`src/rtl/cfd_pkg.sv`:
```
package cfd_pkg;
  // Per-cycle strobes from control to datapath
  typedef struct packed {
    logic inPush;   // accept one word into input FIFO
    logic inPop;    // remove one block from input FIFO
    logic outPush;  // store one result block
    logic outPop;   // remove one word from output FIFO
    logic flush;    // empty both FIFOs
  } strobe_t;
endpackage

```
`src/rtl/cfd_datapath.sv`:
```
module cfd_datapath
  import cfd_pkg::*;
#(
  parameter int DW    = 32,
  parameter int DEPTH = 8,
  parameter int BLK   = 4,
  localparam int AW   = $clog2(DEPTH),
  localparam int CW   = AW + 1
) (
  input  logic              clk,
  input  logic              rstN,
  input  strobe_t           stb,
  input  logic [DW-1:0]     wrData,
  input  logic [BLK*DW-1:0] engOutData,
  output logic [BLK*DW-1:0] engInData,
  output logic [DW-1:0]     rdData,
  output logic [CW-1:0]     inCnt,
  output logic [CW-1:0]     outCnt
);
  logic [DW-1:0] inMem  [DEPTH];
  logic [DW-1:0] outMem [DEPTH];
  logic [AW-1:0] inWr, inRd, outWr, outRd;

  // Storage has no reset
  always_ff @(posedge clk) begin
    if (stb.inPush && !stb.flush) inMem[inWr] <= wrData;
    if (stb.outPush && !stb.flush) begin
      for (int i = 0; i < BLK; i++)
        outMem[outWr + AW'(i)] <= engOutData[i*DW +: DW];
    end
  end

  always_ff @(posedge clk or negedge rstN) begin
    if (!rstN) begin
      inWr <= '0; inRd <= '0; outWr <= '0; outRd <= '0;
      inCnt <= '0; outCnt <= '0;
    end else if (stb.flush) begin
      inWr <= '0; inRd <= '0; outWr <= '0; outRd <= '0;
      inCnt <= '0; outCnt <= '0;
    end else begin
      if (stb.inPush)  inWr  <= inWr + 1'b1;
      if (stb.inPop)   inRd  <= inRd + AW'(BLK);
      if (stb.outPush) outWr <= outWr + AW'(BLK);
      if (stb.outPop)  outRd <= outRd + 1'b1;
      inCnt  <= inCnt + CW'(stb.inPush) - (stb.inPop ? CW'(BLK) : '0);
      outCnt <= outCnt + (stb.outPush ? CW'(BLK) : '0) - CW'(stb.outPop);
    end
  end

  for (genvar g = 0; g < BLK; g++) begin : gLane
    assign engInData[g*DW +: DW] = inMem[inRd + AW'(g)];
  end

  assign rdData = (outCnt != '0) ? outMem[outRd] : '0;
endmodule

```
`src/rtl/cfd_ctrl.sv`:
```
module cfd_ctrl
  import cfd_pkg::*;
#(
  parameter int DEPTH = 8,
  parameter int BLK   = 4,
  parameter int BURST = 4,
  localparam int CW   = $clog2(DEPTH) + 1
) (
  input  logic          clk,
  input  logic          rstN,
  input  logic          unitEn,
  input  logic          flushReq,
  input  logic          inDmaEn,
  input  logic          outDmaEn,
  input  logic          inIrqEn,
  input  logic          outIrqEn,
  input  logic          wrEn,
  input  logic          rdEn,
  input  logic [CW-1:0] inCnt,
  input  logic [CW-1:0] outCnt,
  input  logic          engInReady,
  input  logic          engOutValid,
  output strobe_t       stb,
  output logic          engInValid,
  output logic          engOutReady,
  output logic          busy,
  output logic          ovfErr,
  output logic          inNotFull,
  output logic          outNotEmpty,
  output logic [1:0]    irqRaw,
  output logic [1:0]    irqMasked,
  output logic          irq,
  output logic          inDmaSingle,
  output logic          inDmaBurst,
  output logic          outDmaSingle,
  output logic          outDmaBurst
);
  logic [CW-1:0] inFree, outFree;
  logic          outReqAny;

  assign inFree      = CW'(DEPTH) - inCnt;
  assign outFree     = CW'(DEPTH) - outCnt;
  assign inNotFull   = (inFree != '0);
  assign outNotEmpty = (outCnt != '0);

  assign engInValid  = unitEn && !busy && (inCnt >= CW'(BLK)) && (outFree >= CW'(BLK));
  assign engOutReady = busy;

  always_comb begin
    stb.flush   = flushReq && !unitEn;
    stb.inPush  = wrEn && inNotFull;
    stb.inPop   = engInValid && engInReady;
    stb.outPush = engOutValid && engOutReady;
    stb.outPop  = rdEn && outNotEmpty;
  end

  always_ff @(posedge clk or negedge rstN) begin
    if (!rstN) begin
      busy   <= 1'b0;
      ovfErr <= 1'b0;
    end else begin
      if (stb.inPop)        busy <= 1'b1;
      else if (stb.outPush) busy <= 1'b0;
      if (stb.flush)                ovfErr <= 1'b0;
      else if (wrEn && !inNotFull)  ovfErr <= 1'b1;
    end
  end

  // Output requests first; input requests yield to them
  assign outDmaBurst  = outDmaEn && (outCnt >= CW'(BURST));
  assign outDmaSingle = outDmaEn && outNotEmpty && !outDmaBurst;
  assign outReqAny    = outDmaBurst || outDmaSingle;
  assign inDmaBurst   = inDmaEn && !outReqAny && (inFree >= CW'(BURST));
  assign inDmaSingle  = inDmaEn && !outReqAny && inNotFull && !(inFree >= CW'(BURST));

  assign irqRaw    = {outNotEmpty, inNotFull};
  assign irqMasked = irqRaw & {outIrqEn, inIrqEn};
  assign irq       = |irqMasked;
endmodule

```
`src/rtl/cfd_front.sv`:
```
module cfd_front
  import cfd_pkg::*;
#(
  parameter int DW    = 32,
  parameter int DEPTH = 8,
  parameter int BLK   = 4,
  parameter int BURST = 4,
  localparam int CW   = $clog2(DEPTH) + 1
) (
  input  logic              clk,
  input  logic              rstN,
  input  logic              unitEn,
  input  logic              flushReq,
  input  logic              inDmaEn,
  input  logic              outDmaEn,
  input  logic              inIrqEn,
  input  logic              outIrqEn,
  input  logic              wrEn,
  input  logic [DW-1:0]     wrData,
  input  logic              rdEn,
  output logic [DW-1:0]     rdData,
  output logic              inNotFull,
  output logic              outNotEmpty,
  output logic              busy,
  output logic              ovfErr,
  output logic [1:0]        irqRaw,
  output logic [1:0]        irqMasked,
  output logic              irq,
  output logic              inDmaSingle,
  output logic              inDmaBurst,
  output logic              outDmaSingle,
  output logic              outDmaBurst,
  output logic              engInValid,
  input  logic              engInReady,
  output logic [BLK*DW-1:0] engInData,
  input  logic              engOutValid,
  output logic              engOutReady,
  input  logic [BLK*DW-1:0] engOutData
);
  strobe_t       stb;
  logic [CW-1:0] inCnt, outCnt;

  cfd_ctrl #(.DEPTH(DEPTH), .BLK(BLK), .BURST(BURST)) uCtrl (
    .clk(clk), .rstN(rstN), .unitEn(unitEn), .flushReq(flushReq),
    .inDmaEn(inDmaEn), .outDmaEn(outDmaEn), .inIrqEn(inIrqEn), .outIrqEn(outIrqEn),
    .wrEn(wrEn), .rdEn(rdEn), .inCnt(inCnt), .outCnt(outCnt),
    .engInReady(engInReady), .engOutValid(engOutValid), .stb(stb),
    .engInValid(engInValid), .engOutReady(engOutReady), .busy(busy), .ovfErr(ovfErr),
    .inNotFull(inNotFull), .outNotEmpty(outNotEmpty), .irqRaw(irqRaw),
    .irqMasked(irqMasked), .irq(irq), .inDmaSingle(inDmaSingle), .inDmaBurst(inDmaBurst),
    .outDmaSingle(outDmaSingle), .outDmaBurst(outDmaBurst)
  );

  cfd_datapath #(.DW(DW), .DEPTH(DEPTH), .BLK(BLK)) uDp (
    .clk(clk), .rstN(rstN), .stb(stb), .wrData(wrData), .engOutData(engOutData),
    .engInData(engInData), .rdData(rdData), .inCnt(inCnt), .outCnt(outCnt)
  );
endmodule

```
`config.mk`:
```
export PLATFORM = sky130hd
export DESIGN_NAME = cfd_front
export DESIGN_NICKNAME = d
export VERILOG_FILES = /design/src/rtl/cfd_pkg.sv /design/src/rtl/cfd_datapath.sv /design/src/rtl/cfd_ctrl.sv /design/src/rtl/cfd_front.sv
export SDC_FILE = /design/constraint.sdc
export NUM_CORES = 1
export LEC_CHECK = 0
export ABC_CLOCK_PERIOD_IN_PS = 6770
export BUFFER_PORTS_ARGS = -buffer_cell sky130_fd_sc_hd__clkbuf_2
export CAP_MARGIN = 20
export CORE_ASPECT_RATIO = 1.1
export CORE_UTILIZATION = 45
export CTS_CLUSTER_SIZE = 30
export DETAILED_ROUTE_END_ITERATION = 8
export PLACE_DENSITY = 0.66
export SLEW_MARGIN = 20
export SYNTH_ARGS = -nofsm -noshare
export SYNTH_HDL_FRONTEND = slang
export SYNTH_SLANG_ARGS = --single-unit
```
`constraint.sdc`:
```
create_clock -name clk -period 6.77 [get_ports clk]
set_input_delay 1.354 -clock clk [delete_from_list [all_inputs] [get_ports clk]]
set_output_delay 1.354 -clock clk [all_outputs]
set_load 0.02 [all_outputs]
```
# After elaboration in Yosys (flattened, before gate mapping)
# Memories as Yosys holds them, arrays and structs flattened.
# Index checks and enable logic that the tools add are counted.
# totals
wordCells	87
register_bits	22
output_inout_bits	175
ramBits	512
n_memories	2
input_bits	172
# memory_table
name	words	width	rd	rd_clocked_by_memory_dff	wr	line_no	source
uDp.inMem	8	32	4	0	1	cfd_datapath.sv:20	logic [DW-1:0] inMem [DEPTH];
uDp.outMem	8	32	1	0	4	cfd_datapath.sv:21	logic [DW-1:0] outMem [DEPTH];
# op_classes
bitwise	1
magnitude_cmp	4
mux	21
reduce_logical	35
n_addsub	16
# op_table
operator	count
$mux 32	1
$mux 3	10
$logic_and 1x1->1	18
$ge 4x3->1 const B	4
$add 3x1->3 const B	4
$add 3x2->3 const B	4
$reduce_bool 2->1	6
$mux 1	8
$mux 4	2
$reduce_bool 4->1	2
$sub 4x4->4 const A	2
$logic_not 1->1	7
$add 3x3->3 const B	2
$add 4x1->4	1
$add 4x4->4	1
$sub 4x1->4	1
$sub 4x4->4	1
$and 2x2->2	1
$reduce_or 2->1	1
$logic_or 1x1->1	1

# Logic depth before layout (Yosys ltp)
# Gate-level depths: netlist of the first run.
# logic_depth
depth_word	9
depth_mapped	11
ltp_nobuf	10

# Modules after synthesis
# From an unflattened synthesis of the first run, not the netlist that was laid out.
# unflattened
cells_unflattened	1445
hier_area_um2	22017.4
# modules_own_cells
module	area_each_um2	n_inst	cells_each	seq_area_each_um2
cfd_datapath	21740.9	1	1409	15775.1
cfd_ctrl	276.5	1	36	50.0

# Worst setup path before layout of the first run
# OpenSTA, ideal clock, no wires.
# synth_path
path_kind	input -> register
start	input flushReq
end	memory uDp.inMem[0][0], enable pin
t_arrival_ns	4.131
required_time_ns	6.309
path_slack_ns	2.178
path_stages	3
cell_sequence	nor2b_1 > or3_1 > nor3_1
# synth_via
elab_chain_len	5
# synth_lines
item	line_no	source
start: declaration	cfd_front.sv:13	input logic flushReq,
$logic_and 1x1->1	cfd_ctrl.sv:50	stb.flush = flushReq && !unitEn;
$logic_not 1->1	cfd_datapath.sv:26	if (stb.inPush && !stb.flush) inMem[inWr] <= wrData;
$logic_and 1x1->1	cfd_datapath.sv:26	
$mux 1	cfd_datapath.sv:26	
$mux 1 (implied by the code)	cfd_datapath.sv:26	
end: declaration	cfd_datapath.sv:20	
# No other way between the ends.

# Worst setup path in the final report of the first run
# layout_path
start	register uDp.outRd[0]
end	output rdData[3]
# layout_via
elab_chain_len	2
# layout_lines
item	line_no	source
start: declaration	cfd_datapath.sv:22	logic [AW-1:0] inWr, inRd, outWr, outRd;
start signal: assignment	cfd_datapath.sv:44	if (stb.outPop) outRd <= outRd + 1'b1;
$mem_v2 8x32	--	
$mux 32	cfd_datapath.sv:54	assign rdData = (outCnt != '0) ? outMem[outRd] : '0;
end: declaration	cfd_front.sv:21	output logic [DW-1:0] rdData,
# No other way between the ends.

==> results of run 1 <==
## area by class of cell
class / instances / area [sq um]
well taps: 645 / 807.0
fillers: 3992 / 22190
multi-input cells: 764 / 5524
inverters: 20 / 82.58
clock inverters: 24 / 217.7
repair buffers: 364 / 1867
flip-flops and latches: 530 / 15830
diodes: 1 / 2.502
clock buffers: 72 / 1398
## cells in the mapped netlist, types with 2 or more instances
library cell / instances
mux4_2: 64
clkbuf_1: 91
nor3_1: 3
dfrtp_1: 18
nand2_1: 459
nor2_1: 20
ha_1: 11
buf_6: 7
nand2b_1: 4
and3_1: 2
nand3_1: 4
xor2_1: 6
xnor2_1: 4
mux2_2: 128
buf_1: 10
buf_2: 20
a22o_1: 32
edfxtp_1: 512
inv_1: 18
buf_4: 4
and2_1: 5
nor2b_1: 4
or3_1: 2
inv_2: 2
nor4b_1: 2
a21oi_1: 3
## tightest hold or removal path, delay by kind of cell, from the launching register on
family | cells | cell delay (ns)
AO/OA/AOI/OAI | 1 | 0.05
flip-flops | 1 | 0.35
AND/OR/NAND/NOR | 1 | 0.07
## routing by layer
metal | routed length (microns) | global-route usage, %
met1 | 19410 | 23.93
met2 | 25500 | 35.88
met3 | 3937 | 6.117
met4 | 896 | 4.744
met5 | 106 | 0
## flip-flops by register name (all words and copies together), names as in the netlist
| register | cells |
|---|---|
| uDp.inWr | 3 |
| uDp.inRd | 1 |
| uDp.outWr | 1 |
| uCtrl.busy | 1 |
| uDp.outMem | 256 |
| uDp.inCnt | 4 |
| uDp.outCnt | 4 |
| uCtrl.ovfErr | 1 |
| uDp.outRd | 3 |
| uDp.inMem | 256 |
## cells by family (layout without fill, tap and decap cells)
logic type	after synthesis	in the layout	share of synthesized area, %
AOI/OAI and AO/OA	38	38	1.471
xor gates and xnor gates	10	10	0.3990
adders and majority gates	12	12	0.7183
buffers and inverters	152	480	3.021
DFF	530	530	72.10
muxes	193	193	13.18
other	0	1	0
and+or+nand+nor	511	511	9.110
## how the worst max path moves through the flow
stage                                       end  depth (start not counted)  slack [ns]                startpoint
floorplan             uDp.inMem[0][0]$_DFFE_PP_                          3        2.18                  flushReq
global placement    uDp.outMem[3][14]$_DFFE_PP_                          7        2.59                  flushReq
detailed placement  uDp.outMem[3][14]$_DFFE_PP_                          7        2.54                  flushReq
CTS                                   rdData[3]                          4        2.01  uDp.outRd[0]$_DFFE_PN0P_
global route                          rdData[3]                          4        1.87  uDp.outRd[0]$_DFFE_PN0P_
finish                                rdData[3]                          4        2.13  uDp.outRd[0]$_DFFE_PN0P_
## power groups by stage
stage               combinational [mW]  clock [mW]  sequential (mW)
finish                            2.92        2.77             4.23
global route                      3.16        2.95             4.28
floorplan                         2.18           0             4.12
detailed placement                2.96           0             4.31
CTS                               2.98        2.82             4.24
global placement                  2.94           0             4.29
## metrics by stage
step,hold WS (ns),cell area (sq um),instances
2_1_floorplan,0.5201,21950,1446
5_1_grt,0.5456,25730,2419
4_1_cts,0.5125,25730,2419
3_5_place_dp,0.4962,24110,2323
3_3_place_gp,0.4868,24110,2323
6_report,0.5125,25730,2420
==> flow_metrics.tcl, run 1 <==
set metrics [dict create \
    p_int_mw 6.741 \
    dieArea_sq_um 49660 \
    via_count 12530 \
    post-cts-setup-buffer-count 0 \
    synth_area_leaders "edfxtp_1, nand2_1, mux2_2, mux4_2, dfrtp_1" \
    cp_slowest_cell "dfrtp_4" \
    area_growth_pct 17.24 \
    gp_congestion 0.7808 \
    swShare_pct 32.06 \
    die_y_microns 233.6 \
    yosys_warnings 0 \
    skew_ns 0.02019 \
    powerDensity_nw_per_um2 385.6 \
    dr.pass1.iters 5 \
    start_kind "register" \
    yosysTopAreaCell "edfxtp_1" \
    post_cts_resize_count 0 \
    r2r_start "uCtrl.busy$_DFFE_PN0P_" \
    post_synth_num_cell_types 37 \
    p_sw_mw 3.182 \
    tightest_slew_ns 1.021 \
    layout-drive-gt1-share_pct 36.25 \
    critPathMaxFanout 47 \
    clkPwrFrac_pct 27.9 \
    critical_path.max_stage_delay_ns 1.04 \
    final_nets 1916 \
    grt_use_total_pct 20.23 \
    crit_chain "buf_4, mux4_2, a22o_1, clkbuf_2" \
    die_x_microns 212.6 \
    synth-async-reset-ratio_pct 3.396 \
    relSlewSlack_pct 31.84 \
    cts_buffers 52 \
    finalCritPeriodShare_pct 68.52 \
    setup_tns_ns 0 \
    drv_slew 0 \
    hold_depth 2 \
    worstSetupPathType "register to primary output" \
    antenna_found_initial 9 \
    hold_start "uCtrl.ovfErr$_DFFE_PN0P_" \
    ctsHtreeMaxLevel 2 \
    initial_core_util_pct 45.80 \
    cts_tree "yes" \
    sequentialPowerShare_pct 42.6 \
    hpwl_mm 29.86 \
    cts-root-buf "clkbuf_16" \
    cp_top_family "flip-flops" \
    grt_max_degree 105 \
    drc 0 \
    ant_nets 0 \
    synth_seq_cells 530 \
    synth_top_area_share_pct 70.05 \
    outcome "complete, no violations" \
    drv_cap 0 \
    grt_first_pass_wirelength_mm 74.09 \
    yosys_most_used_dff "edfxtp_1" \
    fmax_mhz 215.6 \
    place_ws_ns 2.541 \
    p_leak_nw 9.678 \
    final_common_cell "edfxtp_1" \
    timing.rr.end "uDp.outMem[3][14]$_DFFE_PP_" \
    vias_per_cell 5.176 \
    combPwrFrac_pct 29.5 \
    min_path_type "register to register" \
    crit_arrival_ns 3.28 \
    coreArea_sq_um 47930 \
    reg2reg_slack_ns 4.07 \
    routed_wl_mm 49.85 \
    rows 84 \
    synthesis.area_sq_um 21950 \
    port_buffers 346 \
    setup_ws_ns 2.131 \
    cp-end-kind "primary output" \
    overflow 0 \
    cts_max_path_buffers 3 \
    fin_util_pct 53.69 \
    min_to "uCtrl.ovfErr$_DFFE_PN0P_" \
    grt_pass1_vias 12640 \
    cts_sinks 530 \
    finalCriticalPeriod_ns 4.639 \
    yosysSeqAreaShare_pct 72.10 \
    rsz0062_at_grt "no" \
    total_power_mw 9.923 \
    hold_viol 0 \
    pin_count 347 \
    critPathRequiredTime_ns 5.42 \
    ir_drop_v 0.0002938 \
    reg2reg_depth 5 \
    synth-edff-count 512 \
    synthCells 1446 \
    wl_per_cell_microns 20.60 \
    drt_iter0_drc 697 \
    postCtsHoldBufs 0 \
    final_cell_mix "edfxtp_1, nand2_1, clkbuf_2" \
    insertion_delay_ns 0.59 \
    syn_area_per_cell_sq_um 15.18 \
    setup_viol 0 \
    path_clk_slew_ns 0.06 \
    syn_nets 1630 \
    critical_path_buf_inv_count 2 \
]
No activity file was read; power rests on OpenSTA's default activity.
==> run 2: changes to the inputs <==
--- a/config.mk
+++ b/config.mk
@@ -5,7 +5,8 @@
 export SDC_FILE = /design/constraint.sdc
 export NUM_CORES = 1
 export LEC_CHECK = 0
-export ABC_CLOCK_PERIOD_IN_PS = 6770
+export ABC_AREA = 1
+export ABC_CLOCK_PERIOD_IN_PS = 4440
 export BUFFER_PORTS_ARGS = -buffer_cell sky130_fd_sc_hd__clkbuf_2
 export CAP_MARGIN = 20
 export CORE_ASPECT_RATIO = 1.1
==> constraint.sdc (replaced) <==
create_clock -name clk -period 4.44 [get_ports clk]
set_input_delay 0.888 -clock clk [delete_from_list [all_inputs] [get_ports clk]]
set_output_delay 0.888 -clock clk [all_outputs]
set_load 0.02 [all_outputs]
==> run 2 against run 1 <==
  * First-iteration DRC count up 56%
  * Utilization is 0.17 points lower
  * Via count increased by 17%
  * Synthesized cell count increased by 26%
  * Non-clock buffer count increased by 13
  * Cell count up 15%
  * Combinational power grew 86%
  * Largest power group unchanged
==> flow_metrics.tcl, run 2 <==
set metrics [dict create \
    drv_slew 0 \
    fin_cells 2786 \
    post_cts_resize_count 0 \
    total_power_mw 15.96 \
    hpwl_mm 33.54 \
    fin_util_pct 53.52 \
    holdWs_ns 0.2429 \
    ir_drop_v 0.0004110 \
    dieArea_sq_um 50850 \
    cts_sinks 530 \
    place_ws_ns 1.109 \
    antenna_found_initial 3 \
    routed_wl_mm 53.49 \
    yosys_most_used_dff "edfxtp_1" \
    via_count 14710 \
    yosysTopAreaCell "edfxtp_1" \
    syn_area_per_cell_sq_um 12.33 \
    coreArea_sq_um 49130 \
    overflow 0 \
    fin_area_sq_um 26300 \
    skew_ns 0.02323 \
    cts-root-buf "clkbuf_16" \
    powerDensity_nw_per_um2 606.8 \
    yosysSeqAreaShare_pct 70.41 \
    grt_max_degree 130 \
    synth_seq_cells 530 \
    area_growth_pct 17.01 \
    critPathMaxFanout 76 \
    crit_arrival_ns 2.64 \
    path_clk_slew_ns 0.06 \
    drc 0 \
    synth_area_leaders "edfxtp_1, o21ai_0, mux2_2, nor2_1, inv_1" \
    start_kind "register" \
    synth_top_area_share_pct 68.40 \
    tightest_slew_ns 0.8807 \
    critPathRequiredTime_ns 3.55 \
    post_synth_num_cell_types 31 \
    postCtsHoldBufs 0 \
    outcome "complete, no violations" \
    layout-drive-gt1-share_pct 28.04 \
    drv_cap 0 \
    p_leak_nw 10.18 \
    dr.pass1.iters 7 \
    synthesis.area_sq_um 22480 \
    insertion_delay_ns 0.61 \
    rsz0062_at_grt "no" \
    synth-edff-count 512 \
    wl_per_cell_microns 19.20 \
    cts_buffers 52 \
    finalCritPeriodShare_pct 79.43 \
    setup_ws_ns 0.9131 \
    cp-end-kind "primary output" \
    hold_viol 0 \
    setup_viol 0 \
    vias_per_cell 5.281 \
    yosys_warnings 0 \
    grt_pass1_vias 14390 \
    grt_use_total_pct 20.76 \
    port_buffers 346 \
    min_path_type "primary input to async pin" \
    syn_nets 2007 \
    drt_iter0_drc 1089 \
    ctsHtreeMaxLevel 2 \
    cts_max_path_buffers 3 \
    setup_tns_ns 0 \
    relSlewSlack_pct 41.29 \
    yosys-top-cells-count "edfxtp_1, nor2_1, o21ai_0" \
    finalCriticalPeriod_ns 3.527 \
    ant_nets 0 \
    post-cts-setup-buffer-count 0 \
    gp_congestion 0.8268 \
    rows 85 \
    cts_tree "yes" \
    final_cell_mix "edfxtp_1, clkbuf_2, o21ai_0" \
    worstSetupPathType "register to primary output" \
    post_dp_cell_area_sq_um 24620 \
    synth.most_common_cell "edfxtp_1" \
    die_y_microns 236.4 \
    final_nets 2276 \
    post-place-cells 2688 \
    final_common_cell "edfxtp_1" \
    grt_first_pass_wirelength_mm 80.79 \
    fmax_mhz 283.5 \
    synth-async-reset-ratio_pct 3.396 \
    die_x_microns 215.1 \
    synthCells 1823 \
    pin_count 347 \
    top_regs "uDp.inMem x256, uDp.outMem x256" \
    initial_core_util_pct 45.74 \
]
## run 2: changes by cell type after synthesis, sizes merged, moves of 6 or more
cell and change:
nand2 -338, buf +24, inv +117, a22o -32, nand3 +38, nor2 +294
o21ai +362, and2 -6, clkbuf +6, mux4 -64
## run 2: final timing paths
check,startpoint,to,slack (ns),cells after the start
min in group clk,engOutValid,uCtrl.busy$_DFFE_PN0P_,0.50,2
hold / removal,rstN,uCtrl.busy$_DFFE_PN0P_,0.24,1
hold reg to reg,uCtrl.ovfErr$_DFFE_PN0P_,uCtrl.ovfErr$_DFFE_PN0P_,0.52,2
max in group asynchronous,rstN,uDp.inRd[2]$_DFFE_PN0P_,3.83,1
setup reg to reg,uDp.inCnt[1]$_DFF_PN0_,uDp.inMem[1][2]$_DFFE_PP_,1.92,7
setup / recovery,uDp.outRd[0]$_DFFE_PN0P_,rdData[31],0.91,7
## run 2: cell families (layout without fill, tap and decap cells)
| group | after synthesis | count (layout) | share of synthesized area, % |
|---|---|---|---|
| flip-flops | 530 | 530 | 70.41 |
| AND/OR/NAND/NOR | 479 | 479 | 8.361 |
| AO/OA/AOI/OAI | 371 | 371 | 8.283 |
| buffers and inverters | 300 | 610 | 5.717 |
| multiplexers | 128 | 128 | 6.413 |
| adder cells (fa/ha/maj) | 12 | 12 | 0.7014 |
| XOR/XNOR | 3 | 3 | 0.1169 |
| other | 0 | 1 | 0 |
## run 2: layout make-up
class | count | area [sq um]
antenna | 1 | 2.502
clock buffer | 66 | 1375
clock inverter | 29 | 250.2
fill | 4130 | 22840
inverter | 138 | 519.2
multi-input combinational | 993 | 5441
sequential | 530 | 15840
tap | 652 | 815.8
timing repair buffer | 377 | 2059
## run 2: power by group
| part | leakage [nW] | internal (mW) | switching, mW | total [mW] |
|---|---|---|---|---|
| Sequential | 4.85 | 6.04 | 0.250 | 6.29 |
| Combinational | 4.54 | 1.79 | 3.64 | 5.44 |
| Clock | 0.784 | 2.38 | 1.86 | 4.24 |
## run 2: worst max-delay path, cell delays in order (launching register included)
cell      delay, ns
dfrtp_4        0.49
clkinv_2       0.06
buf_4          0.57
o21ai_0        0.18
o21ai_0        0.10
nor2_1         0.05
nor2_1         0.29
clkbuf_2       0.23
## run 2: per-layer routing
| metal | global-route usage, % | vias to the layer above | wire [microns] |
|---|---|---|---|
| met5 | 0 | - | 29 |
| met4 | 8.274 | 4 | 1590 |
| met3 | 3.572 | 114 | 3425 |
| met2 | 35.56 | 541 | 26810 |
| met1 | 26.16 | 7177 | 21630 |
| li1 | - | 6877 | - |
